==> src/rtl/pll_seq_pkg.sv <==
package pll_seq_pkg;

  typedef enum logic [3:0] {
    ST_IDLE,
    ST_DIV,
    ST_PDN,
    ST_LDMUL,
    ST_LDNP,
    ST_PUP,
    ST_WAIT,
    ST_OUTEN,
    ST_FIN
  } seq_state_t;

  typedef logic [31:0] reg_word_t;

  // Control register bit positions decoded by the PLL
  localparam int CB_PWRDN = 0;
  localparam int CB_OUTEN = 4;
  localparam int CB_LOW_W = 5;

  // Offsets from the status register address
  localparam int OFS_CTRL = 4;
  localparam int OFS_MUL  = 8;
  localparam int OFS_NP   = 12;

  // Divider word giving pre- and post-division by one
  localparam reg_word_t NP_UNITY = 32'h0030_2062;

endpackage

==> src/rtl/pll_seq_ceildiv.sv <==
module pll_seq_ceildiv #(
  parameter int NW = 34
) (
  input  logic          clk,
  input  logic          rst_n,
  input  logic          go,
  input  logic [NW-1:0] num,
  input  logic [NW-1:0] den,
  output logic          fin_pulse,
  output logic [NW-1:0] quo
);
  localparam int CW = $clog2(NW + 1);

  logic [NW:0]   rem_q, rem_d;
  logic [NW-1:0] quo_q, quo_d;
  logic [NW-1:0] den_q, den_d;
  logic [CW-1:0] cnt_q, cnt_d;
  logic          busy_q, busy_d;
  logic          fin_q, fin_d;
  logic [NW:0]   shifted;
  logic          fits;

  assign shifted = {rem_q[NW-1:0], quo_q[NW-1]};
  assign fits    = ({1'b0, den_q} <= shifted);

  always_comb begin
    rem_d  = rem_q;
    quo_d  = quo_q;
    den_d  = den_q;
    cnt_d  = cnt_q;
    busy_d = busy_q;
    fin_d  = 1'b0;
    if (go) begin
      rem_d  = '0;
      quo_d  = num;
      den_d  = den;
      cnt_d  = CW'(NW);
      busy_d = 1'b1;
    end else if (busy_q) begin
      rem_d = fits ? (shifted - {1'b0, den_q}) : shifted;
      quo_d = {quo_q[NW-2:0], fits};
      cnt_d = cnt_q - CW'(1);
      if (cnt_q == CW'(1)) begin
        busy_d = 1'b0;
        fin_d  = 1'b1;
      end
    end
  end

  always_ff @(posedge clk or negedge rst_n) begin
    if (!rst_n) begin
      rem_q  <= '0;
      quo_q  <= '0;
      den_q  <= '0;
      cnt_q  <= '0;
      busy_q <= 1'b0;
      fin_q  <= 1'b0;
    end else begin
      rem_q  <= rem_d;
      quo_q  <= quo_d;
      den_q  <= den_d;
      cnt_q  <= cnt_d;
      busy_q <= busy_d;
      fin_q  <= fin_d;
    end
  end

  assign fin_pulse = fin_q;
  assign quo       = quo_q;

  // the divider is never restarted while a division is in flight
  assert_div_nostart_R3: assert property (@(posedge clk) disable iff (!rst_n)
    go |-> !busy_q);

  // the finish pulse lasts one cycle
  assert_div_pulse_R3: assert property (@(posedge clk) disable iff (!rst_n)
    fin_pulse |=> !fin_pulse);

endmodule

==> src/rtl/pll_seq_polltimer.sv <==
module pll_seq_polltimer #(
  parameter int WAIT_TICKS = 10,
  parameter int TRIES      = 4
) (
  input  logic clk,
  input  logic rst_n,
  input  logic run,
  input  logic tick,
  output logic sample,
  output logic last
);
  localparam int TW = $clog2(WAIT_TICKS + 1);
  localparam int RW = $clog2(TRIES + 1);

  logic [TW-1:0] tick_q, tick_d;
  logic [RW-1:0] try_q, try_d;
  logic          hit;

  assign hit    = run && tick && (tick_q == TW'(WAIT_TICKS - 1));
  assign sample = hit;
  assign last   = (try_q == RW'(TRIES - 1));

  always_comb begin
    tick_d = tick_q;
    try_d  = try_q;
    if (!run) begin
      tick_d = '0;
      try_d  = '0;
    end else if (tick) begin
      if (hit) begin
        tick_d = '0;
        try_d  = try_q + RW'(1);
      end else begin
        tick_d = tick_q + TW'(1);
      end
    end
  end

  always_ff @(posedge clk or negedge rst_n) begin
    if (!rst_n) begin
      tick_q <= '0;
      try_q  <= '0;
    end else begin
      tick_q <= tick_d;
      try_q  <= try_d;
    end
  end

  // the sequencer leaves the poll phase before the attempt budget is exceeded
  assert_try_bound_R10: assert property (@(posedge clk) disable iff (!rst_n)
    run |-> (try_q < RW'(TRIES)));

endmodule

==> src/rtl/pll_reprog_seq.sv <==
module pll_reprog_seq
  import pll_seq_pkg::*;
#(
  parameter int FW         = 32,
  parameter int AW         = 12,
  parameter int STAT_ADDR  = 'h100,
  parameter int MULT_MAX   = 32768,
  parameter int WAIT_TICKS = 10,
  parameter int TRIES      = 4
) (
  input  logic          clk,
  input  logic          rst_n,
  input  logic          start,
  input  logic [31:0]   mdiv_word,
  input  logic [31:0]   ctrl_now,
  input  logic [FW-1:0] fin,
  input  logic [FW-1:0] ftarget,
  input  logic          us_tick,
  input  logic          pll_lock,
  output logic          wr_valid,
  input  logic          wr_ready,
  output logic [AW-1:0] wr_addr,
  output logic [31:0]   wr_data,
  output logic          done,
  output logic          error,
  output logic [FW-1:0] mult
);
  localparam int NW = FW + 2;
  localparam logic [AW-1:0] A_CTRL = AW'(STAT_ADDR + OFS_CTRL);
  localparam logic [AW-1:0] A_MUL  = AW'(STAT_ADDR + OFS_MUL);
  localparam logic [AW-1:0] A_NP   = AW'(STAT_ADDR + OFS_NP);

  seq_state_t    state_q, state_d;
  reg_word_t     ctrl_q, mdiv_q;
  logic          err_q, err_d;
  logic [FW-1:0] mult_q, mult_d;
  logic          cap_en;
  logic          freq_bad;
  logic          div_go, div_fin;
  logic [NW-1:0] div_num, div_den, div_quo;
  logic          poll_run, poll_sample, poll_last;
  logic [31-CB_LOW_W:0] ctrl_hi;

  assign freq_bad = (fin < ftarget) || (ftarget == '0);
  assign cap_en   = (state_q == ST_IDLE) && start;
  assign div_num  = NW'(fin) + (NW'(ftarget) << 1) - NW'(1);
  assign div_den  = NW'(ftarget) << 1;
  assign poll_run = (state_q == ST_WAIT);
  assign ctrl_hi  = ctrl_q[31:CB_LOW_W];

  pll_seq_ceildiv #(.NW(NW)) u_div (
    .clk       (clk),
    .rst_n     (rst_n),
    .go        (div_go),
    .num       (div_num),
    .den       (div_den),
    .fin_pulse (div_fin),
    .quo       (div_quo)
  );

  pll_seq_polltimer #(.WAIT_TICKS(WAIT_TICKS), .TRIES(TRIES)) u_poll (
    .clk    (clk),
    .rst_n  (rst_n),
    .run    (poll_run),
    .tick   (us_tick),
    .sample (poll_sample),
    .last   (poll_last)
  );

  // Write port: one request per write state
  always_comb begin
    wr_valid = 1'b0;
    wr_addr  = A_CTRL;
    wr_data  = '0;
    unique case (state_q)
      ST_PDN: begin
        wr_valid = 1'b1;
        wr_data  = {ctrl_hi, 4'b0000, 1'b1};
      end
      ST_LDMUL: begin
        wr_valid = 1'b1;
        wr_addr  = A_MUL;
        wr_data  = mdiv_q;
      end
      ST_LDNP: begin
        wr_valid = 1'b1;
        wr_addr  = A_NP;
        wr_data  = NP_UNITY;
      end
      ST_PUP: begin
        wr_valid = 1'b1;
        wr_data  = {ctrl_hi, 5'b00000};
      end
      ST_OUTEN: begin
        wr_valid = 1'b1;
        wr_data  = {ctrl_hi, 1'b1, 4'b0000};
      end
      default: ;
    endcase
  end

  // Next-state logic
  always_comb begin
    state_d = state_q;
    err_d   = err_q;
    mult_d  = mult_q;
    div_go  = 1'b0;
    unique case (state_q)
      ST_IDLE: begin
        if (start) begin
          mult_d = '0;
          if (freq_bad) begin
            err_d   = 1'b1;
            state_d = ST_FIN;
          end else begin
            err_d   = 1'b0;
            div_go  = 1'b1;
            state_d = ST_DIV;
          end
        end
      end
      ST_DIV: begin
        if (div_fin) begin
          mult_d = div_quo[FW-1:0];
          if (div_quo > NW'(MULT_MAX)) begin
            err_d   = 1'b1;
            state_d = ST_FIN;
          end else begin
            state_d = ST_PDN;
          end
        end
      end
      ST_PDN:   if (wr_ready) state_d = ST_LDMUL;
      ST_LDMUL: if (wr_ready) state_d = ST_LDNP;
      ST_LDNP:  if (wr_ready) state_d = ST_PUP;
      ST_PUP:   if (wr_ready) state_d = ST_WAIT;
      ST_WAIT: begin
        if (poll_sample) begin
          if (pll_lock) begin
            state_d = ST_OUTEN;
          end else if (poll_last) begin
            err_d   = 1'b1;
            state_d = ST_FIN;
          end
        end
      end
      ST_OUTEN: if (wr_ready) state_d = ST_FIN;
      ST_FIN:   state_d = ST_IDLE;
      default:  state_d = ST_IDLE;
    endcase
  end

  always_ff @(posedge clk or negedge rst_n) begin
    if (!rst_n) begin
      state_q <= ST_IDLE;
      err_q   <= 1'b0;
      mult_q  <= '0;
    end else begin
      state_q <= state_d;
      err_q   <= err_d;
      mult_q  <= mult_d;
    end
  end

  always_ff @(posedge clk or negedge rst_n) begin
    if (!rst_n) begin
      ctrl_q <= '0;
      mdiv_q <= '0;
    end else if (cap_en) begin
      ctrl_q <= ctrl_now;
      mdiv_q <= mdiv_word;
    end
  end

  assign done  = (state_q == ST_FIN);
  assign error = done && err_q;
  assign mult  = mult_q;

  // a stalled write keeps its request, address and data
  assert_hold_R7: assert property (@(posedge clk) disable iff (!rst_n)
    (wr_valid && !wr_ready) |=> (wr_valid && $stable(wr_addr) && $stable(wr_data)));

  // a frequency-illegal start finishes with an error on the next cycle
  assert_reject_R2: assert property (@(posedge clk) disable iff (!rst_n)
    (start && (state_q == ST_IDLE) && (fin < ftarget)) |=> (done && error && !wr_valid));

  // completion is a single-cycle pulse
  assert_pulse_R12: assert property (@(posedge clk) disable iff (!rst_n)
    done |=> !done);

  // output enable is never written together with power-down
  assert_oe_pd_R9: assert property (@(posedge clk) disable iff (!rst_n)
    (wr_valid && (wr_addr == A_CTRL) && wr_data[CB_OUTEN]) |-> !wr_data[CB_PWRDN]);

endmodule

==> config.mk <==
export PLATFORM = sky130hd
export DESIGN_NAME = pll_reprog_seq
export DESIGN_NICKNAME = d
export VERILOG_FILES = /design/src/rtl/pll_seq_pkg.sv /design/src/rtl/pll_seq_ceildiv.sv /design/src/rtl/pll_seq_polltimer.sv /design/src/rtl/pll_reprog_seq.sv
export SDC_FILE = /design/constraint.sdc
export NUM_CORES = 1
export LEC_CHECK = 0
export ABC_CLOCK_PERIOD_IN_PS = 3690
export CAP_MARGIN = 25
export CORE_MARGIN = 3
export CORE_UTILIZATION = 30
export DETAILED_ROUTE_END_ITERATION = 8
export MAX_ROUTING_LAYER = met4
export SLEW_MARGIN = 40
export SYNTH_ARGS = -nofsm -noshare
export SYNTH_HDL_FRONTEND = slang
export SYNTH_HIERARCHICAL = 1
export SYNTH_SLANG_ARGS = --single-unit
==> constraint.sdc <==
create_clock -name clk -period 3.69 [get_ports clk]
set_clock_uncertainty 0.05 [all_clocks]
set_input_delay 0.369 -clock clk [delete_from_list [all_inputs] [get_ports clk]]
set_output_delay 0.369 -clock clk [all_outputs]
set_load 0.005 [all_outputs]
# Yosys cells after proc, flatten, opt, wreduce, memory -nomap -nowiden
# Cells that the tools add are included.
# word_totals
wordCells,110
input_bits,134
reg_bits,216
output_inout_bits,79
# op_classes
muxes,49
eq_ne,24
reduce_logical,15
add_sub_neg,6
magnitude_cmp,3
# op_table
op,n
34-bit two-way mux,5
32-bit one-hot mux with 5 select lines,1
32-bit two-way mux,2
32-bit one-hot mux with 2 select lines,1
4-bit two-way mux,15
33-bit by 35-bit <= comparator with 1-bit output,1
32-bit by 33-bit adder with 34-bit output,1
"34-bit by 16-bit greater-than comparator with 1-bit output, second input constant",1
"34-bit by 1-bit subtractor with 34-bit output, second input constant",1
34-bit by 33-bit subtractor with 34-bit output,1
32-bit zero test,1
32-bit < comparator,1
4-bit one-hot mux with 8 select lines,1
"2-bit != test, second input constant",11
1-bit two-way mux,17
"4-bit by 3-bit equality test with 1-bit output, second input constant",4
6-bit two-way mux,2
3-bit two-way mux,3
9-bit AND reduction,1
"4-bit by 2-bit equality test with 1-bit output, second input constant",2
"4-bit equality test, second input constant",2
4-bit one-hot mux with 2 select lines,1
7-bit AND reduction,1
"6-bit by 1-bit equality test with 1-bit output, second input constant",1
other kinds (16),20

# Depth between registers and ports, before layout
# Gate-level depths: netlist of run 1.
# logic_depth
ltp_word,6
depth_mapped,16
depth_no_buf,16

# Cells and area by module
# Netlist of run 1, hierarchy kept.
# modules_own_cells
mod,n_inst,area_per_inst_um2,cells_each
pll_seq_ceildiv,1,7776.2,911
pll_reprog_seq,1,7618.6,868
pll_seq_polltimer,1,415.4,40

# Worst setup path before layout of run 1
# Ideal clock, no wire load.
# synth_timing
path_kind,input to register
start,input port ftarget[17]
end,register u_div.rem_q[28]
t_arrival_ns,3.129
required_time_ns,3.544
setup_time_ns,0.096
cell_stages,15
n_path_buf,1
setup_slack_ns,0.415
cell_sequence,inv_1 ha_1 a21o_1 a21o_1 a21oi_1 o21ai_1 a221o_1 a2111oi_0 a21oi_1 a21oi_2 nor3_1 clkbuf_1 nor2_1 nand3_1 o31ai_1
# synth_between
elab_chain_len,6
word_cells_on_any_way,8
classes_between,1 x order compare; 4 x mux; 3 x reduce/logical
# synth_rtl
element,line_no,source
from (decl),pll_reprog_seq.sv:17,"input logic [FW-1:0] ftarget,"
32-bit < comparator / 32-bit zero test (equally long branches),pll_reprog_seq.sv:44,assign freq_bad = (fin < ftarget) || (ftarget == '0);
1-bit logical OR *,pll_reprog_seq.sv:44,
1-bit two-way mux *,pll_reprog_seq.sv:112,if (freq_bad) begin
1-bit two-way mux *,pll_reprog_seq.sv:110,if (start) begin
1-bit two-way mux *,pll_reprog_seq.sv:108,unique case (state_q)
named net div_go,pll_reprog_seq.sv:39,"logic div_go, div_fin;"
34-bit two-way mux / 2-bit nonzero test (equally long branches),n/a,
to (signal assigned),pll_seq_ceildiv.sv:59,rem_q <= rem_d;
to (decl),pll_seq_ceildiv.sv:14,"logic [NW:0] rem_q, rem_d;"
# Mark *: on every way through the listed nets, which the timed path passes. The rest lies on a longest branch.
# A chain may end at the register's enable or synchronous reset.

# Worst setup path in the final report of run 1
# layout_timing
start,input port ftarget[6]
end,register u_div.quo_q[32] (netlist: u_div/quo[32])
# layout_between
word_cells_on_any_way,10
classes_between,2 x add/sub; 1 x order compare; 4 x mux; 3 x reduce/logical
# layout_lines
element,line_no,source
32-bit by 33-bit adder with 34-bit output,pll_reprog_seq.sv:46,assign div_num = NW'(fin) + (NW'(ftarget) << 1) - NW'(1);
34-bit by 1-bit subtractor with 34-bit output,pll_reprog_seq.sv:46,
named net div_num[32],pll_reprog_seq.sv:40,"logic [NW-1:0] div_num, div_den, div_quo;"
34-bit two-way mux,pll_seq_ceildiv.sv:33,if (go) begin
to (signal assigned),pll_seq_ceildiv.sv:60,quo_q <= quo_d;
to (decl),pll_seq_ceildiv.sv:15,"logic [NW-1:0] quo_q, quo_d;"
# The timed path passes the listed nets, and every way through them passes these cells.

==> impl_summary.txt, run 1 <==
----------------------------------------------------
[Place]
  DP Wirelength ... 38,600 um
  Buffers added on ports ... 197
  Post-place instance area ... 19,500 um^2
  Placer Congestion ... 0.949
  Placed cells ... 2,764

[Die]
  Effective utilization at floorplan ... 0.306
  Area of the core ... 51,700 um^2
  Overall die area ... 55,500 um^2
  I/O pin count ... 213
  Vert. Die Dim ... 236 um
  DIE WIDTH ... 236 um
  Site row count ... 83

[Clocking]
  Number of buffers created by CTS ... 26
  Post-CTS Setup Repair Bufs ... 0
  Deepest level of the CTS H-tree ... 1
  Library cell used as clock root buffer ... sky130_fd_sc_hd__clkbuf_16
  Clock transition time at the flip-flop clock pins of the worst setup and hold paths ... 0.06 ns
  TritonCTS clock tree ... built
  Clock network latency to the later pin of the worst-skew pair ... 0.56 ns
  Clk buf depth ... 3
  Clock sink count ... 213

[Final layout]
  Net total in the final layout ... 2,416
  Final antenna diode count ... 0
  Area overhead of the layout relative to synthesis ... 28.9%
  Fin cells ... 2,810
  Fraction of layout instances using a drive strength above 1 ... 0.135
  Fin area ... 20,400 um^2

[Synth]
  Proportion of synthesized chip area in sequential cells ... 0.337
  Top FF cell, synth ... sky130_fd_sc_hd__dfrtp_1
  Mean instance size in the synthesized netlist ... 8.69 um^2
  Share of Yosys cell area claimed by the top area cell type ... 0.337
  Largest cells by area after synthesis ... sky130_fd_sc_hd__dfrtp_1, sky130_fd_sc_hd__ha_1, sky130_fd_sc_hd__inv_1
  Synthesized instance count ... 1,819
  Ys Warns ... 6
  Number of different library cells in the post-synthesis netlist ... 85
  Asr flop ratio synth ... 1.00
  Cell type with the largest total area after synthesis ... sky130_fd_sc_hd__dfrtp_1
  Number of flip-flops and latches in the synthesized netlist ... 213
  Combined area of all synthesized cells ... 15,800 um^2
  Post-synth EDFFs ... 0

[Worst hold path]
  Hold WC Path Type ... input pin to async pin

[Critical path]
  Startpoint of the worst register-to-register path ... u_div/rem_q[12]
  R2R setup slack ... 0.40 ns
  Series of cell instances along the critical path ... clkdlybuf4s50_1, inv_1, ha_1, inv_1, ha_1, a2111oi_1, o21ai_1, a41oi_1, o21ai_1, o2111ai_1, a21oi_1, and3b_1, mux2i_1, nand3_1, nand2_1, o21ai_0
  Slowest-stage cell, CP ... sky130_fd_sc_hd__clkdlybuf4s50_1
  Highest fanout seen on the critical path ... 2
  CP Class ... input pin to register
  CP Data Required Time ... 4.05 ns
  End of the worst register-to-register path ... u_div/rem_q[7]
  Category of the worst setup path launch point ... input pin
  Crit path capture type ... register
  Critical Path Max Stage Delay ... 0.48 ns
  Path depth of the worst reg2reg path ... 11
  Signal arrival time at the worst endpoint ... 3.79 ns

[Detailed routing]
  DRT antenna net count ... 0
  Total vias in the final route ... 14,300
  Wirelength per Cell ... 17.3 um
  DR DRC count ... 0
  Detailed-routing iteration count for the pre-antenna-repair pass ... 5
  Drt via density ... 5.09
  Final wirelength ... 48,700 um
  Violation count after the first detailed-route iteration ... 948

[Power and ir drop]
  Leakage power summed over all cells ... 9.66 nW
  Worst-case vdd ir drop ... 0.429 mV
  Power per Cell Area ... 871 nW/um^2

[STA]
  Min Clock Period, post-route ... 3.42 ns
  Fin. max-slew vios ... 0
  Timing-limited maximum frequency ... 292 MHz
  Fraction of the cycle the final worst path needs ... 0.927
  Worst slew margin relative to its limit ... 0.498
  Final count of negative-setup-slack endpoints ... 0
  Final TNS setup ... 0 ns
  Least-Margin Pin Slew ... 0.748 ns
  Final Hold Vio Count ... 0

[GRT]
  Largest net degree at the start of global routing ... 77
  Vias in the first global route ... 14,500
  Total congestion overflow after global routing ... 0
  Initial antenna violation count ... 0
  Global-route wire length before repair ... 79,100 um
  Combined global-route utilization of all metal layers ... 0.178

[Run]
  Max-capacitance violation count ... 0

[Run status]
  Status ... complete, no violations

----------------------------------------------------
synthesized netlist by cell type, types with 7 or more instances:
cell type	n
sky130_fd_sc_hd__a211oi_1	24
sky130_fd_sc_hd__a21o_1	36
sky130_fd_sc_hd__a21oi_1	88
sky130_fd_sc_hd__a21oi_2	7
sky130_fd_sc_hd__a221oi_1	8
sky130_fd_sc_hd__a22o_1	22
sky130_fd_sc_hd__a311oi_1	9
sky130_fd_sc_hd__a31oi_1	12
sky130_fd_sc_hd__a32oi_1	7
sky130_fd_sc_hd__and2_1	8
sky130_fd_sc_hd__and3_1	13
sky130_fd_sc_hd__buf_1	13
sky130_fd_sc_hd__buf_2	17
sky130_fd_sc_hd__buf_4	11
sky130_fd_sc_hd__clkbuf_1	55
sky130_fd_sc_hd__dfrtp_1	213
sky130_fd_sc_hd__ha_1	167
sky130_fd_sc_hd__inv_1	227
sky130_fd_sc_hd__mux2_2	60
sky130_fd_sc_hd__mux2i_1	61
sky130_fd_sc_hd__nand2_1	199
sky130_fd_sc_hd__nand2b_1	7
sky130_fd_sc_hd__nand3_1	55
sky130_fd_sc_hd__nand3b_1	9
sky130_fd_sc_hd__nand4_1	22
sky130_fd_sc_hd__nor2_1	95
sky130_fd_sc_hd__nor2b_1	9
sky130_fd_sc_hd__nor3_1	25
sky130_fd_sc_hd__nor4_1	21
sky130_fd_sc_hd__o211ai_1	9
sky130_fd_sc_hd__o21a_1	13
sky130_fd_sc_hd__o21ai_0	128
sky130_fd_sc_hd__o21ai_1	7
sky130_fd_sc_hd__o21bai_1	9
sky130_fd_sc_hd__xnor2_1	36
sky130_fd_sc_hd__xor2_1	21
layout make-up:
cell class              count  area [um^2]
fillers                  5194        31300
clock buffers              37          742
clock inverters             8          131
multi-input cells        1290         9250
flip-flops and latches    213         5330
inverters                 228          856
repair buffers            354         3220
well taps                 680          851
state kept, by name (all words and copies together) (netlist names):
signal	flops
ctrl_q	27
err_q	1
mdiv_q	32
mult	32
state_q	4
u_div/busy_q	1
u_div/cnt_q	6
u_div/den_q	34
u_div/fin_pulse	1
u_div/quo	34
u_div/rem_q	34
u_poll/tick_q	4
u_poll/try_q	3
per-layer routing:
metal	global-route usage	share of wire	up-vias
met5	-	0	-
met1	0.242	0.47	6982
met3	0.0196	0.044	66
li1	-	-	6917
met4	0.0402	0.020	0
met2	0.285	0.46	328
worst max-delay path by stage:
stage | start | to | slack [ns] | cells after the start
after global placement | ftarget[0] | u_div/quo[33] | -0.34 | 17
after global routing | ftarget[6] | u_div/quo[32] | -0.02 | 16
after floorplan | ftarget[17] | u_div/rem_q[28] | 0.42 | 15
final | ftarget[6] | u_div/quo[32] | 0.27 | 16
after CTS | ftarget[0] | u_div/quo[33] | 0.25 | 17
after detailed placement | ftarget[0] | u_div/quo[33] | -0.30 | 17
critical path, delay by kind of cell:
kind | cells | cell delay, ns
multiplexers | 1 | 0.19
AND/OR/NAND/NOR | 3 | 0.42
AO/OA/AOI/OAI | 7 | 1.62
adder cells (fa/ha/maj) | 2 | 0.59
buffers and inverters | 3 | 0.60
timing repair:
action,in CTS,in global routing
endpoints found under the setup margin,0,2
hold endpoints to repair,33,0
hold buffers,1,0
gates resized for setup,0,1
per-stage QoR:
step / utilization / worst slack, ns / power (W) / hold WS [ns]
final: 0.394 / 0.268 / 0.0178 / 0.240
after global routing: 0.394 / -0.0192 / 0.0192 / 0.277
after CTS: 0.394 / 0.246 / 0.0178 / 0.267
after detailed placement: 0.377 / -0.301 / 0.0150 / 0.227
after global placement: 0.376 / -0.338 / 0.0149 / 0.405
after floorplan: - / 0.415 / 0.0112 / 0.0234
placed cells by master, fill, tap and decap left out, types with 23 or more instances in the layout:
| cell | synthesis | routed |
|---|---|---|
| sky130_fd_sc_hd__a211oi_1 | 24 | 24 |
| sky130_fd_sc_hd__a21o_1 | 36 | 36 |
| sky130_fd_sc_hd__a21oi_1 | 88 | 88 |
| sky130_fd_sc_hd__buf_4 | 11 | 151 |
| sky130_fd_sc_hd__clkbuf_16 | 0 | 26 |
| sky130_fd_sc_hd__clkdlybuf4s50_1 | 0 | 196 |
| sky130_fd_sc_hd__dfrtp_1 | 213 | 212 |
| sky130_fd_sc_hd__ha_1 | 167 | 167 |
| sky130_fd_sc_hd__inv_1 | 227 | 227 |
| sky130_fd_sc_hd__mux2_2 | 60 | 60 |
| sky130_fd_sc_hd__mux2i_1 | 61 | 61 |
| sky130_fd_sc_hd__nand2_1 | 199 | 199 |
| sky130_fd_sc_hd__nand3_1 | 55 | 54 |
| sky130_fd_sc_hd__nor2_1 | 95 | 95 |
| sky130_fd_sc_hd__nor3_1 | 25 | 23 |
| sky130_fd_sc_hd__o21ai_0 | 128 | 128 |
| sky130_fd_sc_hd__xnor2_1 | 36 | 36 |
cell families after synthesis:
group,after synthesis,synth area share
and+or+nand+nor,492,0.148
AOI/OAI and AO/OA,437,0.183
buffers and inverters,326,0.0819
DFF,213,0.337
adders and majority gates,169,0.135
muxes,123,0.0828
xor gates and xnor gates,57,0.0316
other,2,0.000475
where the power goes:
group          internal (W)  switching, W  total [W]
combinational       0.00485       0.00584     0.0107
sequential          0.00353      0.000905    0.00444
clock               0.00160       0.00103    0.00263
(Power assumes the default switching activity.)
==> inputs of run 2 (changes only) <==
- CORE_UTILIZATION: 30 -> 50
- PLACE_DENSITY: default -> 0.74
- RECOVER_POWER: default -> 100
==> impl_summary.txt, run 2 (same netlist as run 1, synthesis figures left out) <==
----------------------------------------------------
[STA]
  Least-Margin Pin Slew ... 2.07 ns (was 0.748 ns)
  Final Hold Vio Count ... 0 (unchanged)
  Worst slew margin relative to its limit ... -0.378 (was 0.498)
  Min Clock Period, post-route ... 3.50 ns (was 3.42 ns)
  Fin. max-slew vios ... 145 (was 0)
  RSZ-0062 raised after global routing ... no
  Final count of negative-setup-slack endpoints ... 0 (unchanged)
  Fraction of the cycle the final worst path needs ... 0.948 (was 0.927)
  Timing-limited maximum frequency ... 286 MHz (was 292 MHz)

[Run status]
  Violated checks ... capacitance limit, slew limit
  Status ... finished with violations (was complete, no violations)

[Critical path]
  Path depth of the worst reg2reg path ... 7 (was 11)
  Crit path capture type ... register (unchanged)
  Signal arrival time at the worst endpoint ... 3.88 ns (was 3.79 ns)
  CP Class ... input pin to register (unchanged)
  CP Data Required Time ... 4.07 ns (was 4.05 ns)
  Category of the worst setup path launch point ... input pin (unchanged)
  Startpoint of the worst register-to-register path ... state_q[0] (was u_div/rem_q[12])
  End of the worst register-to-register path ... mult[16] (was u_div/rem_q[7])
  R2R setup slack ... 0.26 ns (was 0.40 ns)
  Highest fanout seen on the critical path ... 47 (was 2)

[Final layout]
  Fin area ... 19,700 um^2 (was 20,400 um^2)
  Most frequent cells in the layout ... sky130_fd_sc_hd__inv_1, sky130_fd_sc_hd__dfrtp_1, sky130_fd_sc_hd__nand2_1 (unchanged)
  Net total in the final layout ... 2,390 (was 2,416)
  Fraction of layout instances using a drive strength above 1 ... 0.122 (was 0.135)
  Fin cells ... 2,497 (was 2,810)
  Commonest non-fill, non-tap cell in the layout ... sky130_fd_sc_hd__inv_1 (unchanged)
  Final antenna diode count ... 0 (unchanged)
  Area overhead of the layout relative to synthesis ... 24.6% (was 28.9%)

[Detailed routing]
  Total vias in the final route ... 14,200 (was 14,300)
  DRT antenna net count ... 0 (unchanged)
  Wirelength per Cell ... 17.8 um (was 17.3 um)
  Detailed-routing iteration count for the pre-antenna-repair pass ... 6 (was 5)
  DR DRC count ... 0 (unchanged)
  Violation count after the first detailed-route iteration ... 1,255 (was 948)
  Final wirelength ... 44,500 um (was 48,700 um)
  Drt via density ... 5.68 (was 5.09)

[Worst hold path]
  Cells on Worst Hold Path ... 2
  Worst min-delay path startpoint ... ctrl_now[18]
  Hold WC Path Type ... input pin to register (was input pin to async pin)
  Capture endpoint of the worst hold path ... ctrl_q[18]

[Place]
  Post-place instance area ... 18,900 um^2 (was 19,500 um^2)
  Buffers added on ports ... 197 (unchanged)
  Placed cells ... 2,454 (was 2,764)
  DP Wirelength ... 34,000 um (was 38,600 um)
  Placer Congestion ... 0.981 (was 0.949)

[GRT]
  Combined global-route utilization of all metal layers ... 0.265 (was 0.178)
  Global-route wire length before repair ... 71,400 um (was 79,100 um)
  Global Route met1 Usage ... 0.348 (was 0.242)
  Grt met2 use ... 0.442 (was 0.285)
  Initial antenna violation count ... 0 (unchanged)
  Total congestion overflow after global routing ... 0 (unchanged)
  Met3 global-route usage ... 0.0342 (was 0.0196)
  Peak-usage layer in the global routing report ... met2 (unchanged)
  Largest net degree at the start of global routing ... 96 (was 77)
  Vias in the first global route ... 14,100 (was 14,500)

[Clocking]
  Deepest level of the CTS H-tree ... 1 (unchanged)
  Clock transition time at the flip-flop clock pins of the worst setup and hold paths ... 0.06 ns (about the same)
  Clock sink count ... 213 (unchanged)
  Library cell used as clock root buffer ... sky130_fd_sc_hd__clkbuf_16 (unchanged)
  Clk buf depth ... 3 (unchanged)
  Clock network latency to the later pin of the worst-skew pair ... 0.54 ns (was 0.56 ns)
  TritonCTS clock tree ... built (unchanged)
  Number of buffers created by CTS ... 25 (was 26)

[Die]
  Vert. Die Dim ... 184 um (was 236 um)
  Effective utilization at floorplan ... 0.511 (was 0.306)
  Site row count ... 64 (was 83)
  DIE WIDTH ... 184 um (was 236 um)
  I/O pin count ... 213 (unchanged)
  Area of the core ... 30,900 um^2 (was 51,700 um^2)
  Overall die area ... 33,800 um^2 (was 55,500 um^2)

[Power and ir drop]
  Leakage power summed over all cells ... 9.60 nW (was 9.66 nW)
  Power per Cell Area ... 879 nW/um^2 (was 871 nW/um^2)
  Worst-case vdd ir drop ... 0.400 mV (was 0.429 mV)

[Run]
  Max-capacitance violation count ... 2 (was 0)

----------------------------------------------------
==> run 2: changes by cell type in the layout (fill, tap and decap cells not counted), moves of 2 or more <==
cell and delta:
sky130_fd_sc_hd__clkdlybuf4s50_1 -38, sky130_fd_sc_hd__clkinvlp_4 -2, sky130_fd_sc_hd__buf_4 -29, sky130_fd_sc_hd__clkinv_2 +2, sky130_fd_sc_hd__dlygate4sd3_1 +38, sky130_fd_sc_hd__a2111oi_0 -2, sky130_fd_sc_hd__clkbuf_2 +4
==> run 2: what timing repair did <==
action                                  4_1_cts  5_1_grt
resized for setup                             0        6
hold endpoints to repair                     77        0
endpoints found under the setup margin        0       50
hold buffers                                  1        0
buffers inserted                              0        1
==> run 2: layer usage <==
layer | vias up | routed length (um)
met5 | - | 0
met4 | 0 | 907
met3 | 71 | 2590
met1 | 6812 | 19800
li1 | 6853 | -
met2 | 451 | 21200
==> run 2: area by class of cell <==
cell class	count	area, um^2
fill	2623	11200
clock buffer	34	699
inverter	228	856
multi-input combinational	1290	9250
timing repair buffer	329	2970
clock inverter	7	100
sequential	213	5330
tap	396	495
==> run 2: metrics by stage <==
step / utilization / setup WS [ns] / total power, W / TNS [ns] / hold WS (ns)
after global routing: 0.637 / 0.00658 / 0.0187 / 0 / 0.381
after detailed placement: 0.611 / -0.347 / 0.0148 / -21.26 / 0.386
final: 0.637 / 0.191 / 0.0173 / 0 / 0.393
after CTS: 0.638 / 0.169 / 0.0173 / 0 / 0.375
after global placement: 0.611 / -0.249 / 0.0145 / -7.73 / 0.387
after floorplan: - / 0.415 / 0.0112 / 0 / 0.0234
==> run 2: worst max-delay path, stage by stage <==
cell,delay (ns)
sky130_fd_sc_hd__clkdlybuf4s50_1,0.53
sky130_fd_sc_hd__inv_1,0.07
sky130_fd_sc_hd__ha_1,0.30
sky130_fd_sc_hd__a21o_1,0.16
sky130_fd_sc_hd__a21o_1,0.17
sky130_fd_sc_hd__a21oi_1,0.22
sky130_fd_sc_hd__o21ai_1,0.12
sky130_fd_sc_hd__a221o_1,0.37
sky130_fd_sc_hd__a2111oi_2,0.38
sky130_fd_sc_hd__a21oi_1,0.11
sky130_fd_sc_hd__a21oi_2,0.20
sky130_fd_sc_hd__nor3_2,0.13
sky130_fd_sc_hd__buf_4,0.21
sky130_fd_sc_hd__buf_4,0.27
sky130_fd_sc_hd__a211oi_1,0.25
==> run 2: how the worst max path moves through the flow <==
stage / start / end / slack [ns] / cells after the start
6_report: ftarget[17] / u_div/rem_q[11] / 0.19 / 15
5_1_grt: ftarget[17] / u_div/den_q[2] / 0.007 / 16
4_1_cts: ftarget[0] / u_div/quo[33] / 0.17 / 17
3_5_place_dp: ftarget[0] / u_div/quo[33] / -0.35 / 17
3_3_place_gp: ftarget[0] / u_div/quo[19] / -0.25 / 17
2_1_floorplan: ftarget[17] / u_div/rem_q[28] / 0.42 / 15
==> run 2: power breakdown <==
part	total [W]	switching (W)	internal, W
sequential	0.00444	0.000911	0.00353
combinational	0.0104	0.00568	0.00473
clock	0.00246	0.00100	0.00146
==> inputs of run 3 (changes only) <==
- CTS_CLUSTER_DIAMETER: default -> 60
- SLEW_MARGIN: 40 -> 20
==> impl_summary.txt, run 3 (same netlist as run 1, synthesis figures left out) <==
----------------------------------------------------
[Clocking]
  Clock transition time at the flip-flop clock pins of the worst setup and hold paths ... 0.06 ns (about the same)
  Clock sink count ... 213 (unchanged)
  Deepest level of the CTS H-tree ... 1 (unchanged)
  Clock network latency to the later pin of the worst-skew pair ... 0.53 ns (was 0.54 ns)
  TritonCTS clock tree ... built (unchanged)
  PostCTS Resize Cnt ... 0 (unchanged)
  Library cell used as clock root buffer ... sky130_fd_sc_hd__clkbuf_16 (unchanged)
  Number of buffers created by CTS ... 27 (was 25)
  Clk buf depth ... 3 (unchanged)

[Place]
  DP Wirelength ... 34,000 um (about the same)
  Buffers added on ports ... 197 (unchanged)
  Placer Congestion ... 0.981 (unchanged)

[Critical path]
  Signal arrival time at the worst endpoint ... 3.90 ns (was 3.88 ns)
  Slowest-stage cell, CP ... sky130_fd_sc_hd__clkdlybuf4s50_1 (unchanged)
  Series of cell instances along the critical path ... clkdlybuf4s50_1, inv_1, ha_1, inv_1, ha_1, fa_1, a21oi_2, o31ai_2, a2111oi_4, o2111ai_1, a31oi_1, a21oi_1, a21o_1, a21oi_1, xnor2_1, nand2_1, o21ai_0 (was clkdlybuf4s50_1, inv_1, ha_1, a21o_1, a21o_1, a21oi_1, o21ai_1, a221o_1, a2111oi_2, a21oi_1, a21oi_2, nor3_2, buf_4, buf_4, a211oi_1)
  CP Data Required Time ... 4.09 ns (was 4.07 ns)
  Crit path capture type ... register (unchanged)
  Critical Path Max Stage Delay ... 0.50 ns (was 0.53 ns)
  Highest fanout seen on the critical path ... 4 (was 47)
  Delay-heaviest family, CP ... compound AO/OA/AOI/OAI gates (unchanged)
  Critical path depth in cells ... 17 (was 15)
  Category of the worst setup path launch point ... input pin (unchanged)
  Number of buffers and inverters on the critical path ... 3 (was 4)
  Path depth of the worst reg2reg path ... 7 (unchanged)
  CP Class ... input pin to register (unchanged)

[Die]
  DIE WIDTH ... 184 um (unchanged)
  Effective utilization at floorplan ... 0.511 (unchanged)
  Site row count ... 64 (unchanged)
  Area of the core ... 30,900 um^2 (unchanged)
  Vert. Die Dim ... 184 um (unchanged)
  I/O pin count ... 213 (unchanged)
  Overall die area ... 33,800 um^2 (unchanged)

[Final layout]
  Area overhead of the layout relative to synthesis ... 24.6% (about the same)
  Number of filler cells placed in the layout ... 2,649 (was 2,623)
  Fraction of layout instances using a drive strength above 1 ... 0.120 (was 0.122)
  Most frequent cells in the layout ... sky130_fd_sc_hd__inv_1, sky130_fd_sc_hd__dfrtp_1, sky130_fd_sc_hd__nand2_1 (unchanged)
  Net total in the final layout ... 2,391 (was 2,390)
  Commonest non-fill, non-tap cell in the layout ... sky130_fd_sc_hd__inv_1 (unchanged)
  Final antenna diode count ... 0 (unchanged)

[Power and ir drop]
  Power per Cell Area ... 878 nW/um^2 (was 879 nW/um^2)
  Worst-case vdd ir drop ... 0.412 mV (was 0.400 mV)
  Leakage power summed over all cells ... 9.66 nW (was 9.60 nW)
  Overall Power ... 0.0173 W (about the same)

[GRT]
  Total congestion overflow after global routing ... 0 (unchanged)
  Largest net degree at the start of global routing ... 96 (unchanged)
  Vias in the first global route ... 14,200 (was 14,100)
  Initial antenna violation count ... 0 (unchanged)
  Combined global-route utilization of all metal layers ... 0.263 (was 0.265)
  Global-route wire length before repair ... 71,100 um (was 71,400 um)

[Detailed routing]
  Drt via density ... 5.71 (was 5.68)
  Detailed-routing iteration count for the pre-antenna-repair pass ... 6 (unchanged)
  Final wirelength ... 44,500 um (about the same)
  DR DRC count ... 0 (unchanged)
  DRT antenna net count ... 0 (unchanged)
  Total vias in the final route ... 14,300 (was 14,200)
  Violation count after the first detailed-route iteration ... 1,184 (was 1,255)
  Wirelength per Cell ... 17.8 um (about the same)

[STA]
  Final TNS setup ... 0 ns (unchanged)
  RSZ-0062 raised after global routing ... no (unchanged)
  Worst slew margin relative to its limit ... -0.360 (was -0.378)
  Final Hold Vio Count ... 0 (unchanged)
  Fin. max-slew vios ... 145 (unchanged)
  Least-Margin Pin Slew ... 2.04 ns (was 2.07 ns)
  Final count of negative-setup-slack endpoints ... 0 (unchanged)
  Min Clock Period, post-route ... 3.50 ns (about the same)
  Timing-limited maximum frequency ... 285 MHz (was 286 MHz)
  Fraction of the cycle the final worst path needs ... 0.949 (was 0.948)

[Run status]
  Violated checks ... capacitance limit, slew limit (unchanged)
  Status ... finished with violations (unchanged)

[Worst hold path]
  Cells on Worst Hold Path ... 2 (unchanged)
  Hold WC Path Type ... input pin to register (unchanged)

[Run]
  Max-capacitance violation count ... 2 (unchanged)

----------------------------------------------------
## run 3: worst paths after layout
path / end / slack, ns / startpoint
max reg2reg: mult[29] / 0.31 / state_q[0]
min in group asynchronous: u_div/den_q[22] / 0.88 / rst_n
max: u_div/quo[33] / 0.19 / ftarget[0]
min: ctrl_q[18] / 0.40 / ctrl_now[18]
max in group asynchronous: u_div/rem_q[21] / 0.64 / rst_n
min reg2reg: mult[22] / 0.41 / mult[22]
## run 3: repair_timing
| item | CTS | global route |
|---|---|---|
| endpoints found under the hold margin | 77 | 0 |
| endpoints found under the setup margin | 0 | 1 |
| buffers inserted | 0 | 0 |
| hold buffers | 1 | 0 |
## run 3: per-stage QoR
stage	worst slack [ns]	cells	hold WS (ns)	area, um^2	util
2_1_floorplan	0.415	1829	0.0234	15800	-
3_3_place_gp	-0.249	2454	0.387	18900	0.611
3_5_place_dp	-0.347	2454	0.387	18900	0.611
4_1_cts	0.188	2502	0.380	19800	0.640
5_1_grt	0.00512	2502	0.388	19700	0.637
6_report	0.187	2502	0.399	19700	0.637
## run 3: layout make-up
| type | count | area, um^2 | area share |
|---|---|---|---|
| sequential | 213 | 5330 | 0.271 |
| clock inverter | 10 | 98.8 | 0.00502 |
| inverter | 228 | 856 | 0.0434 |
| timing repair buffer | 328 | 2940 | 0.149 |
| multi-input combinational | 1290 | 9220 | 0.468 |
| tap | 396 | 495 | 0.0251 |
| clock buffer | 37 | 763 | 0.0387 |
## run 3: metal layers
layer	GRT usage	share of wire
met1	0.349	0.44
met2	0.435	0.48
met3	0.0307	0.057
met4	0.0629	0.022
met5	-	0
## run 3: power breakdown
part | leakage [nW] | switching (W) | total (W) | internal, W
Combinational | 6.64 | 0.00566 | 0.0103 | 0.00465
Clock | 0.424 | 0.00105 | 0.00257 | 0.00152
Sequential | 2.60 | 0.000913 | 0.00444 | 0.00353
